**config.mk**
```make
export PLATFORM = sky130hd
export DESIGN_NAME = ptp_stamp_capture
export DESIGN_NICKNAME = d
export VERILOG_FILES = /design/src/rtl/ptp_stamp_capture.sv
export SDC_FILE = /design/constraint.sdc
export NUM_CORES = 1
export LEC_CHECK = 0
export BUFFER_PORTS_ARGS = -buffer_cell sky130_fd_sc_hd__buf_4
export CORE_AREA = 4 4 209 211
export CTS_BUF_LIST = sky130_fd_sc_hd__clkbuf_4 sky130_fd_sc_hd__clkbuf_8
export DETAILED_ROUTE_END_ITERATION = 7
export DIE_AREA = 0 0 213 215
export PLACE_DENSITY = 0.57
export SLEW_MARGIN = 20
export SYNTH_ARGS = -nofsm -noshare
export SYNTH_HDL_FRONTEND = slang
export SYNTH_SLANG_ARGS = --single-unit
```
**constraint.sdc**
```tcl
create_clock -name clk -period 1.4 [get_ports clk]
set_input_delay 0.14 -clock clk [delete_from_list [all_inputs] [get_ports clk]]
set_output_delay 0.14 -clock clk [all_outputs]
set_load 0.05 [all_outputs]
```
**src/rtl/ptp_stamp_capture.sv**
```systemverilog
module ptp_stamp_capture #(
  parameter int SEC_W = 48
) (
  input  logic             clk,
  input  logic             rst_n,
  input  logic [SEC_W-1:0] now_sec,
  input  logic [29:0]      now_ns,
  input  logic             tx_sof,
  input  logic             tx_is_ptp,
  input  logic [7:0]       tx_msg_type,
  input  logic [1:0]       tx_mode,
  input  logic             rx_sof,
  input  logic             rx_is_ptp,
  input  logic [7:0]       rx_msg_type,
  input  logic [1:0]       rx_mode,
  output logic [SEC_W-1:0] tx_evt_sec,
  output logic [29:0]      tx_evt_ns,
  output logic [SEC_W-1:0] tx_peer_sec,
  output logic [29:0]      tx_peer_ns,
  output logic [SEC_W-1:0] rx_evt_sec,
  output logic [29:0]      rx_evt_ns,
  output logic [SEC_W-1:0] rx_peer_sec,
  output logic [29:0]      rx_peer_ns,
  output logic [31:0]      tx_desc_lo,
  output logic [31:0]      tx_desc_hi,
  output logic             tx_desc_wr,
  output logic [31:0]      rx_desc_lo,
  output logic [31:0]      rx_desc_hi,
  output logic             rx_desc_wr,
  output logic             rx_ts_valid
);
  localparam int NS_W  = 30;
  localparam int HI_PAD = 32 - 4;

  logic [1:0]      sof, ptp, peer, stamp;
  logic [1:0][1:0] mode;
  logic [13:0]     unused_msg;

  assign sof  = {rx_sof, tx_sof};
  assign ptp  = {rx_is_ptp, tx_is_ptp};
  assign peer = {rx_msg_type[1], tx_msg_type[1]};
  assign mode = {rx_mode, tx_mode};
  assign unused_msg = {rx_msg_type[7:2], rx_msg_type[0], tx_msg_type[7:2], tx_msg_type[0]};

  for (genvar d = 0; d < 2; d++) begin : g_dir
    logic [1:0][SEC_W-1:0] cs;
    logic [1:0][NS_W-1:0]  cn;
    logic [31:0]           lo, hi;
    logic                  wr;

    assign stamp[d] = (mode[d] == 2'b10) || (mode[d] == 2'b01 && ptp[d]);

    always_ff @(posedge clk) begin
      if (!rst_n) begin
        cs <= '0;
        cn <= '0;
        lo <= '0;
        hi <= '0;
        wr <= 1'b0;
      end else begin
        wr <= sof[d] && stamp[d];
        if (sof[d] && ptp[d]) begin
          cs[peer[d]] <= now_sec;
          cn[peer[d]] <= now_ns;
        end
        if (sof[d] && stamp[d]) begin
          lo <= {now_sec[1:0], now_ns};
          hi <= {{HI_PAD{1'b0}}, now_sec[5:2]};
        end
      end
    end
  end

  always_ff @(posedge clk) begin
    if (!rst_n)      rx_ts_valid <= 1'b0;
    else if (rx_sof) rx_ts_valid <= stamp[1];
  end

  assign tx_evt_sec  = g_dir[0].cs[0];
  assign tx_evt_ns   = g_dir[0].cn[0];
  assign tx_peer_sec = g_dir[0].cs[1];
  assign tx_peer_ns  = g_dir[0].cn[1];
  assign rx_evt_sec  = g_dir[1].cs[0];
  assign rx_evt_ns   = g_dir[1].cn[0];
  assign rx_peer_sec = g_dir[1].cs[1];
  assign rx_peer_ns  = g_dir[1].cn[1];
  assign tx_desc_lo  = g_dir[0].lo;
  assign tx_desc_hi  = g_dir[0].hi;
  assign tx_desc_wr  = g_dir[0].wr;
  assign rx_desc_lo  = g_dir[1].lo;
  assign rx_desc_hi  = g_dir[1].hi;
  assign rx_desc_wr  = g_dir[1].wr;
endmodule

```
==> impl_results.md, run 1 <==
- Final setup TNS: 0 ns
- Fraction of layout cells with a size suffix above 1: 28.20%
- Gpl congestion: 0.8144
- Hold Vio Cnt, Final: 0
- Core Rows: 75
- Antenna violations before repair: 0
- Clock Skew: 0 ns
- Cells after Synth: 1701
- Fillers: 3990
- Yosys Warn Count: 0
- H-tree levels: 3
- Final setup violating endpoints: 0
- Hold EP: rx_peer_ns[28]
- CP max stage delay: 0.39 ns
- Final Max Tran Viols: 0
- Leak: 8.892 nW
- Max VDD drop: 0.8539 mV
- Fin util: 50.67%
- # IOs: 547
- DRT Pass-1 Iters: 5
- 1st-iter DRT viols: 740
- Via density per instance: 4.674
- TritonCTS Buffers: 71
- DRC Markers: 0
- Flop2flop setup slack: 0.71 ns
- Avg Inst Size Synth: 8.682 sq um
- Synth Cell Area: 14770 sq um
- Initial Util: 35.36%
- M2 GR Usage: 36.53%
- Via Count: 13241
- Vias in the first global route: 12994
- Seq/Total Area, Yosys: 52.46%
- Area occupied by multi-input gates: 6202 sq um
- Grt met3 use: 7.131%
- Tmin final: 1.319 ns
- Hold path depth: 4
- CTS root buf: clkbuf_8
- Skew-Pair Late Insertion Delay: 0.59 ns
- Crit-path max FO: 2
- RSZ-0062 raised after global routing: no
- Antenna Cells: 0
- Tcrit/Tclk final: 94.23%
- Routed Wire Length: 53100 um
- Synth cell types: 21
- Worst-path clk slew: 0.06 ns
- Nets: 2350
- Crit. End Element: primary output
- Post-synthesis register bit count: 387
- R2R Path End: rx_ts_valid
- CTS max path bufs: 3
- Detailed Place HPWL: 36630 um
- CP Buf/Inv Count: 1
- Setup Buffers After CTS: 0
- Die area: 45800 sq um
- CP startpoint kind: flop
- Fmax: 758.0 MHz
- GRT Total Usage: 22.13%
- Register area: 7749 sq um
- RR Startpoint: rx_ts_valid
- Status: finished clean
- Layout Cells excl Fill: 2833
- R2R depth: 2
- Clock sink total: 387
- Area delta synth->final: 43.29%
- CP max-delay cell: dfxtp_1
- Type of the most critical hold path: primary input to flop
- PortBufs: 476
- Most Crowded Layer GR: met2
- DR WL/cell: 18.74 um
- Crit path max-delay family: flip-flops
- GR Util met1: 27.11%
- Largest net degree at the start of global routing: 80
- Maxcap violations: 0
- Critical path class: flop to primary output
- Post-route ant nets: 0
- Core area: 41760 sq um
- Power Density: 1289 nW/um^2
- Placed insts: 2632
- Grt total ovfl: 0
- Global-route wire length before repair: 78890 um
- Width of the die: 213 um
- Cells along the critical path: buf_6
- WP data arrival: 1.18 ns
- CTS tree: built
- Die Span Y: 215 um
- Hold Startpoint: rx_is_ptp
- WP data required: 1.26 ns
==> registers in the layout (all words and copies together), names as in the netlist, 30 cells and up <==
signal / cells
tx_peer_ns: 30
rx_evt_sec: 48
rx_peer_ns: 30
tx_desc_lo: 32
tx_evt_sec: 48
tx_peer_sec: 48
rx_desc_lo: 32
tx_evt_ns: 30
rx_evt_ns: 30
rx_peer_sec: 48
==> synth_stat cells <==
| cell | n | area share [%] |
|---|---|---|
| mux2i_1 | 72 | 4.9 |
| nand2_1 | 733 | 19 |
| conb_1 | 1 | 0.025 |
| dfxtp_1 | 387 | 52 |
| clkbuf_1 | 54 | 1.4 |
| nand3_2 | 1 | 0.068 |
| a21boi_1 | 80 | 4.1 |
| nor2b_1 | 1 | 0.042 |
| nand3b_2 | 1 | 0.076 |
| and3_1 | 2 | 0.085 |
| buf_6 | 14 | 1.1 |
| nand3b_1 | 3 | 0.15 |
| and2_1 | 2 | 0.085 |
| buf_2 | 48 | 1.6 |
| a21boi_0 | 232 | 12 |
| buf_4 | 63 | 3.2 |
| and3b_1 | 2 | 0.12 |
| o21a_1 | 1 | 0.051 |
| nand3_1 | 1 | 0.034 |
| nand4b_1 | 2 | 0.12 |
| nand2_2 | 1 | 0.042 |
==> timing repair <==
action	CTS	global route
hold endpoints to repair	385	0
setup endpoints to repair	5	0
gates resized for setup	6	0
hold buffers	80	0
==> logic make-up (layout without fill, tap and decap cells) <==
family	after synthesis	after routing	share of synthesized area (%)
compound gates	313	313	15.91
buf+inv	179	717	7.269
flops	387	387	52.46
mux	72	72	4.880
other cells	1	56	0.02539
simple gates	749	749	19.45
==> through the flow <==
step | area [sq um] | setup WS (ns) | hold slack (ns) | power [mW]
6_report | 21160 | 0.08079 | 0.1311 | 27.27
5_1_grt | 21160 | 0.0009928 | 0.1075 | 28.38
4_1_cts | 21160 | 0.008143 | 0.07025 | 27.65
3_5_place_dp | 18840 | 0.07313 | 0.4241 | 16.06
3_3_place_gp | 18840 | 0.1328 | 0.4139 | 16.01
2_1_floorplan | 14970 | 0.3561 | 0.2749 | 14.64
==> metal layers <==
metal,vias up,share of wire (%)
met5,-,0
met1,6257,42
met4,0,2.8
li1,6451,-
met3,80,8.3
met2,453,47
==> cell usage in the layout, fill, tap and decap left out, drive strengths merged <==
master	n
a21boi	312
and2	2
and3	2
and3b	2
buf	516
bufinv	1
clkbuf	116
clkinv	4
conb	56
dfxtp	387
dlygate4sd3	80
mux2i	72
nand2	734
nand3	2
nand3b	4
nand4b	2
nor2b	1
o21a	1
==> cell type report <==
cell class	count	area share [%]
Multi-Input combinational cell	1190	29.31
Timing Repair Buffer	596	23.81
Tap cell	539	3.187
Sequential cell	387	36.62
Clock inverter	5	0.2365
Clock buffer	116	6.835
==> worst max path at each step <==
stage	startpoint	end	slack (ns)	cells after the start
2_1_floorplan	rx_sof	rx_evt_sec[27]	0.36	7
3_3_place_gp	rx_msg_type[1]	rx_evt_ns[6]	0.13	5
3_5_place_dp	rx_msg_type[1]	rx_evt_ns[10]	0.07	5
4_1_cts	rx_peer_ns[10]	rx_peer_ns[10]	0.008	1
5_1_grt	rx_peer_ns[10]	rx_peer_ns[10]	0.001	1
6_report	tx_evt_ns[24]	tx_evt_ns[24]	0.08	1
==> where the power goes <==
part | internal (mW) | leakage (nW) | switching (mW)
clock | 6.66 | 0.802 | 4.62
combinational | 1.34 | 4.94 | 3.01
sequential | 11.4 | 3.15 | 0.217
Note: power is estimated with default switching activity, not from simulation.
==> inputs of run 2 (changes only) <==
==> constraint.sdc (replaced) <==
create_clock -name clk -period 1.5 [get_ports clk]
set_input_delay 0.15 -clock clk [delete_from_list [all_inputs] [get_ports clk]]
set_output_delay 0.15 -clock clk [all_outputs]
set_load 0.05 [all_outputs]
==> run 2 against run 1 <==
Via count decreased by 0.73%. Global-route usage is 0.32 points lower. Register-to-register slack better by 0.06 ns. Die area unchanged. Largest power group unchanged. Wire length down 1.3%. Core utilization is 0.37 points lower. Setup slack better by 0.066 ns. Flip-flop and latch count unchanged. Non-clock buffer count decreased by 7. Clock skew is the same. Total power decreased by 8.3%.
==> impl_results.md, run 2 (synthesis gave the netlist of run 1 again) <==
- Status: finished clean (unchanged)
- CP max stage delay: 0.39 ns (about the same)
- CTS root buf: clkbuf_8 (unchanged)
- Antenna Cells: 0 (unchanged)
- Width of the die: 213 um (unchanged)
- Routed Wire Length: 52410 um (was 53100 um)
- Largest net degree at the start of global routing: 98 (was 80)
- Core area: 41760 sq um (unchanged)
- Most common cell after layout, fill and taps aside: nand2_1 (unchanged)
- Crit-path max FO: 2 (unchanged)
- Flop2flop setup slack: 0.77 ns (was 0.71 ns)
- Combinational share of power: 16.1% (was 16.0%)
- TritonCTS Buffers: 67 (was 71)
- Core Rows: 75 (unchanged)
- GRT Total Usage: 21.81% (was 22.13%)
- Final setup TNS: 0 ns (unchanged)
- Most frequent cells in the layout: nand2_1, buf_4, dfxtp_1 (unchanged)
- Detailed Place HPWL: 35650 um (was 36630 um)
- Setup Buffers After CTS: 0 (unchanged)
- 1st-iter DRT viols: 824 (was 740)
- Leak: 8.810 nW (was 8.892 nW)
- Die area: 45800 sq um (unchanged)
- Setup WS pre-CTS: 0.1758 ns (was 0.07313 ns)
- CTS max path bufs: 3 (unchanged)
- RSZ-0062 raised after global routing: no (unchanged)
- R2R Path End: rx_ts_valid (unchanged)
- Total power: 25.02 mW (was 27.27 mW)
- Int Pwr: 17.77 mW (was 19.43 mW)
- Fin util: 50.30% (was 50.67%)
- Post-route worst setup slack: 0.1463 ns (was 0.08079 ns)
- Antenna violations before repair: 0 (unchanged)
- NetSw: 7.253 mW (was 7.845 mW)
- Hold EP: rx_evt_sec[0] (was rx_peer_ns[28])
- DRC Markers: 0 (unchanged)
- Via density per instance: 4.659 (was 4.674)
- # IOs: 547 (unchanged)
- Critical path class: flop to primary output (unchanged)
- Grt total ovfl: 0 (unchanged)
- Hold Startpoint: rx_msg_type[1] (was rx_is_ptp)
- WP data required: 1.35 ns (was 1.26 ns)
- Crit. End Element: primary output (unchanged)
- Hold_buf cts: 80 (unchanged)
- Via Count: 13144 (was 13241)
- CP Buf/Inv Count: 1 (unchanged)
- CTS tree: built (unchanged)
- Nets: 2339 (was 2350)
- Post-route ant nets: 0 (unchanged)
- Area delta synth->final: 42.23% (was 43.29%)
- Sw Share: 28.99% (was 28.77%)
- Clock sink total: 387 (unchanged)
- Final setup violating endpoints: 0 (unchanged)
- Cts repair resizes: 0 (was 6)
- Cells along the critical path: buf_4 (was buf_6)
- Fmax: 738.7 MHz
- Hold path depth: 4 (unchanged)
- R2R depth: 2 (unchanged)
- Maxcap violations: 0 (unchanged)
- CP startpoint kind: flop (unchanged)
- Worst-path clk slew: 0.07 ns (was 0.06 ns)
- Tcrit/Tclk final: 90.24%
- Flop pwr share: 43.4% (was 42.7%)
- CP max-delay cell: dfxtp_1 (unchanged)
- Type of the most critical hold path: primary input to flop (unchanged)
- Power Density: 1191 nW/um^2 (was 1289 nW/um^2)
- Clock Skew: 0 ns (unchanged)
- Tmin final: 1.354 ns
- Clock power frac: 40.5% (was 41.3%)
- DR WL/cell: 18.58 um (was 18.74 um)
- Vias in the first global route: 12923 (was 12994)
- Final Max Tran Viols: 0 (unchanged)
- Initial Util: 35.36% (unchanged)
- Global-route wire length before repair: 77890 um (was 78890 um)
- Die Span Y: 215 um (unchanged)
- Hold Vio Cnt, Final: 0 (unchanged)
- WP data arrival: 1.20 ns (was 1.18 ns)
- Crit path max-delay family: flip-flops (unchanged)
- Skew-Pair Late Insertion Delay: 0.59 ns (about the same)
- Max VDD drop: 0.7875 mV (was 0.8539 mV)
- H-tree levels: 3 (unchanged)
- PortBufs: 476 (unchanged)
- DRT Pass-1 Iters: 5 (unchanged)
- Fraction of layout cells with a size suffix above 1: 27.78% (was 28.20%)
- Gpl congestion: 0.7977 (was 0.8144)
- RR Startpoint: rx_ts_valid (unchanged)
==> run 2: cell types whose count changed in the layout (fill, tap and decap cells not counted), sizes merged <==
| cell | delta |
|---|---|
| buf | -7 |
| clkbuf | -9 |
| clkinv | +3 |
| clkinvlp | +1 |
==> run 2: per-stage QoR <==
| step | hold slack (ns) | cells | cell area (sq um) |
|---|---|---|---|
| finish | 0.1288 | 2821 | 21010 |
| global route | 0.1201 | 2821 | 21010 |
| CTS | 0.08173 | 2821 | 21010 |
| detailed placement | 0.4294 | 2625 | 18780 |
| global placement | 0.4223 | 2625 | 18780 |
| floorplan | 0.2849 | 1756 | 14970 |
==> run 2: how the worst max path moves through the flow <==
stage / start / to / depth (start not counted)
after floorplan: rx_sof / rx_evt_sec[27] / 7
after global placement: rx_msg_type[1] / rx_evt_ns[2] / 5
after detailed placement: rx_sof / rx_peer_ns[24] / 5
after CTS: tx_evt_ns[21] / tx_evt_ns[21] / 1
after global routing: tx_evt_ns[21] / tx_evt_ns[21] / 1
final: rx_desc_lo[22] / rx_desc_lo[22] / 1
==> run 2: routing by layer <==
metal | wire [um] | vias up | track usage [%]
met5 | 0 | - | 0
met4 | 1641 | 0 | 8.095
met3 | 4388 | 93 | 6.913
met2 | 24460 | 446 | 35.97
met1 | 21920 | 6189 | 26.64
li1 | - | 6416 | -
==> run 2: power groups by stage <==
stage / Sequential (mW) / Clock (mW) / Combinational [mW]
after detailed placement: 11.1 / 0 / 3.88
after floorplan: 12.3 / 0 / 1.31
after CTS: 10.9 / 10.4 / 4.05
final: 10.9 / 10.1 / 4.03
after global placement: 11.1 / 0 / 3.85
after global routing: 10.9 / 10.9 / 4.25
==> run 2: cell type report <==
cell class | count | area (sq um)
flip-flops and latches | 387 | 7747
clock inverters | 9 | 72.57
clock buffers | 107 | 1354
repair buffers | 589 | 4955
multi-input cells | 1190 | 6202
well taps | 539 | 674.4
fillers | 4006 | 20750
==> inputs of run 3 (changes only) <==
--- a/config.mk
+++ b/config.mk
@@ -6,11 +6,13 @@
 export NUM_CORES = 1
 export LEC_CHECK = 0
 export BUFFER_PORTS_ARGS = -buffer_cell sky130_fd_sc_hd__buf_4
-export CORE_AREA = 4 4 209 211
+export CELL_PAD_IN_SITES_DETAIL_PLACEMENT = 1
+export CELL_PAD_IN_SITES_GLOBAL_PLACEMENT = 1
+export CORE_AREA = 4 4 211 213
 export CTS_BUF_LIST = sky130_fd_sc_hd__clkbuf_4 sky130_fd_sc_hd__clkbuf_8
 export DETAILED_ROUTE_END_ITERATION = 7
-export DIE_AREA = 0 0 213 215
-export PLACE_DENSITY = 0.57
+export DIE_AREA = 0 0 215 217
+export PLACE_DENSITY = 0.75
 export SLEW_MARGIN = 20
 export SYNTH_ARGS = -nofsm -noshare
 export SYNTH_HDL_FRONTEND = slang
==> run 3 against run 2 <==
Cell count is 0.46% higher. Worst hold slack worse by 0.0047 ns. Critical path depth stayed put. Clock power hardly changed. Global-route usage is 1.7 points higher. Fmax is 1.0% higher. Flip-flop and latch count stayed put. Die area is 1.9% higher. Count of clock-buffer cells in the layout is 7 higher. Register-to-register slack worse by 0.03 ns. Final area is 0.11% higher. Core utilization is 1.0 points lower. Critical path type unchanged. Highest routed layer unchanged.
==> impl_results.md, run 3 (synthesis gave the netlist of run 1 again) <==
- Skew-Pair Late Insertion Delay: 0.59 ns (about the same)
- Worst-path clk slew: 0.06 ns (was 0.07 ns)
- Via density per instance: 4.842 (was 4.659)
- Cts repair resizes: 0 (unchanged)
- Gpl congestion: 0.8167 (was 0.7977)
- Detailed Place HPWL: 38920 um (was 35650 um)
- CP max-delay cell: dfxtp_1 (unchanged)
- Clock power frac: 40.1% (was 40.5%)
- PortBufs: 476 (unchanged)
- Power Density: 1189 nW/um^2 (was 1191 nW/um^2)
- TritonCTS Buffers: 68 (was 67)
- CP startpoint kind: flop (unchanged)
- Via Count: 13723 (was 13144)
- Least-Margin Pin Slew: 0.5800 ns
- R2R Path End: tx_peer_sec[4] (was rx_ts_valid)
- Type of the most critical hold path: primary input to flop (unchanged)
- Fraction of layout cells with a size suffix above 1: 27.94% (was 27.78%)
- Hold EP: tx_evt_ns[21] (was rx_evt_sec[0])
- 1st-iter DRT viols: 612 (was 824)
- Sw Share: 29.33% (was 28.99%)
- Grt total ovfl: 0 (unchanged)
- Setup Buffers After CTS: 0 (unchanged)
- Flop pwr share: 43.5% (was 43.4%)
- DRT Pass-1 Iters: 4 (was 5)
- Tcrit/Tclk final: 89.33% (was 90.24%)
- Routed Wire Length: 56840 um (was 52410 um)
- R2R depth: 2 (unchanged)
- Core Rows: 76 (was 75)
- Slew headroom: 61.33%
- Vias in the first global route: 14594 (was 12923)
- Core area: 42700 sq um (was 41760 sq um)
- Maxcap violations: 0 (unchanged)
- Die Span Y: 217 um (was 215 um)
- Cells along the critical path: buf_4 (unchanged)
- DR WL/cell: 20.06 um (was 18.58 um)
- WP data required: 1.35 ns (about the same)
- Status: finished clean (unchanged)
- Combinational share of power: 16.4% (was 16.1%)
- Flop2flop setup slack: 0.74 ns (was 0.77 ns)
- Largest net degree at the start of global routing: 99 (was 98)
- Nets: 2343 (was 2339)
- Fin util: 49.25% (was 50.30%)
- Clock sink total: 387 (unchanged)
- CTS root buf: clkbuf_8 (unchanged)
- Crit path max-delay family: flip-flops (unchanged)
- Die area: 46660 sq um (was 45800 sq um)
- RSZ-0062 raised after global routing: no (unchanged)
- Clock Skew: 0 ns (unchanged)
- Critical Path Source: rx_evt_sec[30] (was rx_desc_lo[22])
- RR Startpoint: tx_peer_sec[4] (was rx_ts_valid)
- Crit. End Element: primary output (unchanged)
- Hold path depth: 4 (unchanged)
- Final setup violating endpoints: 0 (unchanged)
- Final setup TNS: 0 ns (unchanged)
- Fillers: 4979 (was 4006)
- Max VDD drop: 0.6310 mV (was 0.7875 mV)
- Most common cell after layout, fill and taps aside: nand2_1 (unchanged)
- Initial Util: 34.59% (was 35.36%)
- Final Max Tran Viols: 0 (unchanged)
- Hold Vio Cnt, Final: 0 (unchanged)
- H-tree levels: 3 (unchanged)
- Crit-path max FO: 2 (unchanged)
- # IOs: 547 (unchanged)
- Tmin final: 1.340 ns (was 1.354 ns)
- Most frequent cells in the layout: nand2_1, buf_4, dfxtp_1 (unchanged)
- NetSw: 7.336 mW (was 7.253 mW)
- Post-route ant nets: 0 (unchanged)
- CP Buf/Inv Count: 1 (unchanged)
- CTS tree: built (unchanged)
- CP max stage delay: 0.38 ns (was 0.39 ns)
- Hold Startpoint: tx_is_ptp (was rx_msg_type[1])
- Global-route wire length before repair: 86690 um (was 77890 um)
- CTS max path bufs: 3 (unchanged)
- Fmax: 746.3 MHz (was 738.7 MHz)
- Leak: 8.819 nW (was 8.810 nW)
- WP data arrival: 1.19 ns (was 1.20 ns)
- Int Pwr: 17.68 mW (was 17.77 mW)
- Critical path class: flop to primary output (unchanged)
- Antenna violations before repair: 0 (unchanged)
- DRC Markers: 0 (unchanged)
- Width of the die: 215 um (was 213 um)
- GRT Total Usage: 23.46% (was 21.81%)
- Area delta synth->final: 42.40% (was 42.23%)
## run 3: changes by cell type in the layout (fill, tap and decap cells not counted)
cell       previous run  this run
clkbuf_4             19        30
clkbuf_8             88        84
clkinv_2              7         3
buf_4               482       484
buf_12               26        27
bufinv_16             1         0
diode_2               0         1
## run 3: cell type report
class	instances	area (sq um)	area share [%]
clock inverters	4	22.52	0.1071
flip-flops and latches	387	7747	36.84
multi-input cells	1190	6202	29.49
well taps	546	683.2	3.249
diodes	1	2.502	0.01190
repair buffers	592	4990	23.73
clock buffers	114	1381	6.569
## run 3: through the flow
stage                     cell area, sq um  cells  hold slack (ns)  setup slack [ns]  total power [mW]
after global routing                 21030   2833           0.1045           0.07955             26.04
after detailed placement             18820   2635           0.4360          0.005112             15.02
after floorplan                      14970   1756           0.2849            0.4461             13.66
after global placement               18820   2635           0.4254            0.1357             14.94
after CTS                            21030   2833          0.06715           0.09528             25.31
final                                21030   2834           0.1242            0.1600             25.01
## run 3: per-layer routing
metal  vias up  track usage (%)  part of all wire (%)  wire length, um
met3       111            7.875                   8.3             4719
met5         -                0                     0                0
li1       6416                -                     -                -
met1      6714            28.03                    41            23240
met2       482            38.86                    47            26760
met4         0            9.942                   3.7             2120
## run 3: power by group through the flow
stage	Clock (mW)	Combinational (mW)	Sequential (mW)
floorplan	0	1.31	12.3
global placement	0	3.87	11.1
detailed placement	0	3.93	11.1
CTS	10.3	4.11	10.9
global route	10.8	4.31	10.9
finish	10.0	4.11	10.9
## run 3: worst max path at each step
| stage | slack, ns | to | cells past startpoint |
|---|---|---|---|
| 6_report | 0.16 | rx_evt_sec[30] | 1 |
| 5_1_grt | 0.08 | rx_peer_sec[29] | 1 |
| 4_1_cts | 0.1 | tx_desc_lo[18] | 1 |
| 3_5_place_dp | 0.005 | tx_evt_sec[37] | 5 |
| 3_3_place_gp | 0.14 | tx_evt_sec[39] | 5 |
| 2_1_floorplan | 0.45 | rx_evt_sec[27] | 7 |
## run 3: repair_timing
item                                    CTS  global route
hold buffers                             80             0
endpoints found under the hold margin   385             0
endpoints found under the setup margin    0             0
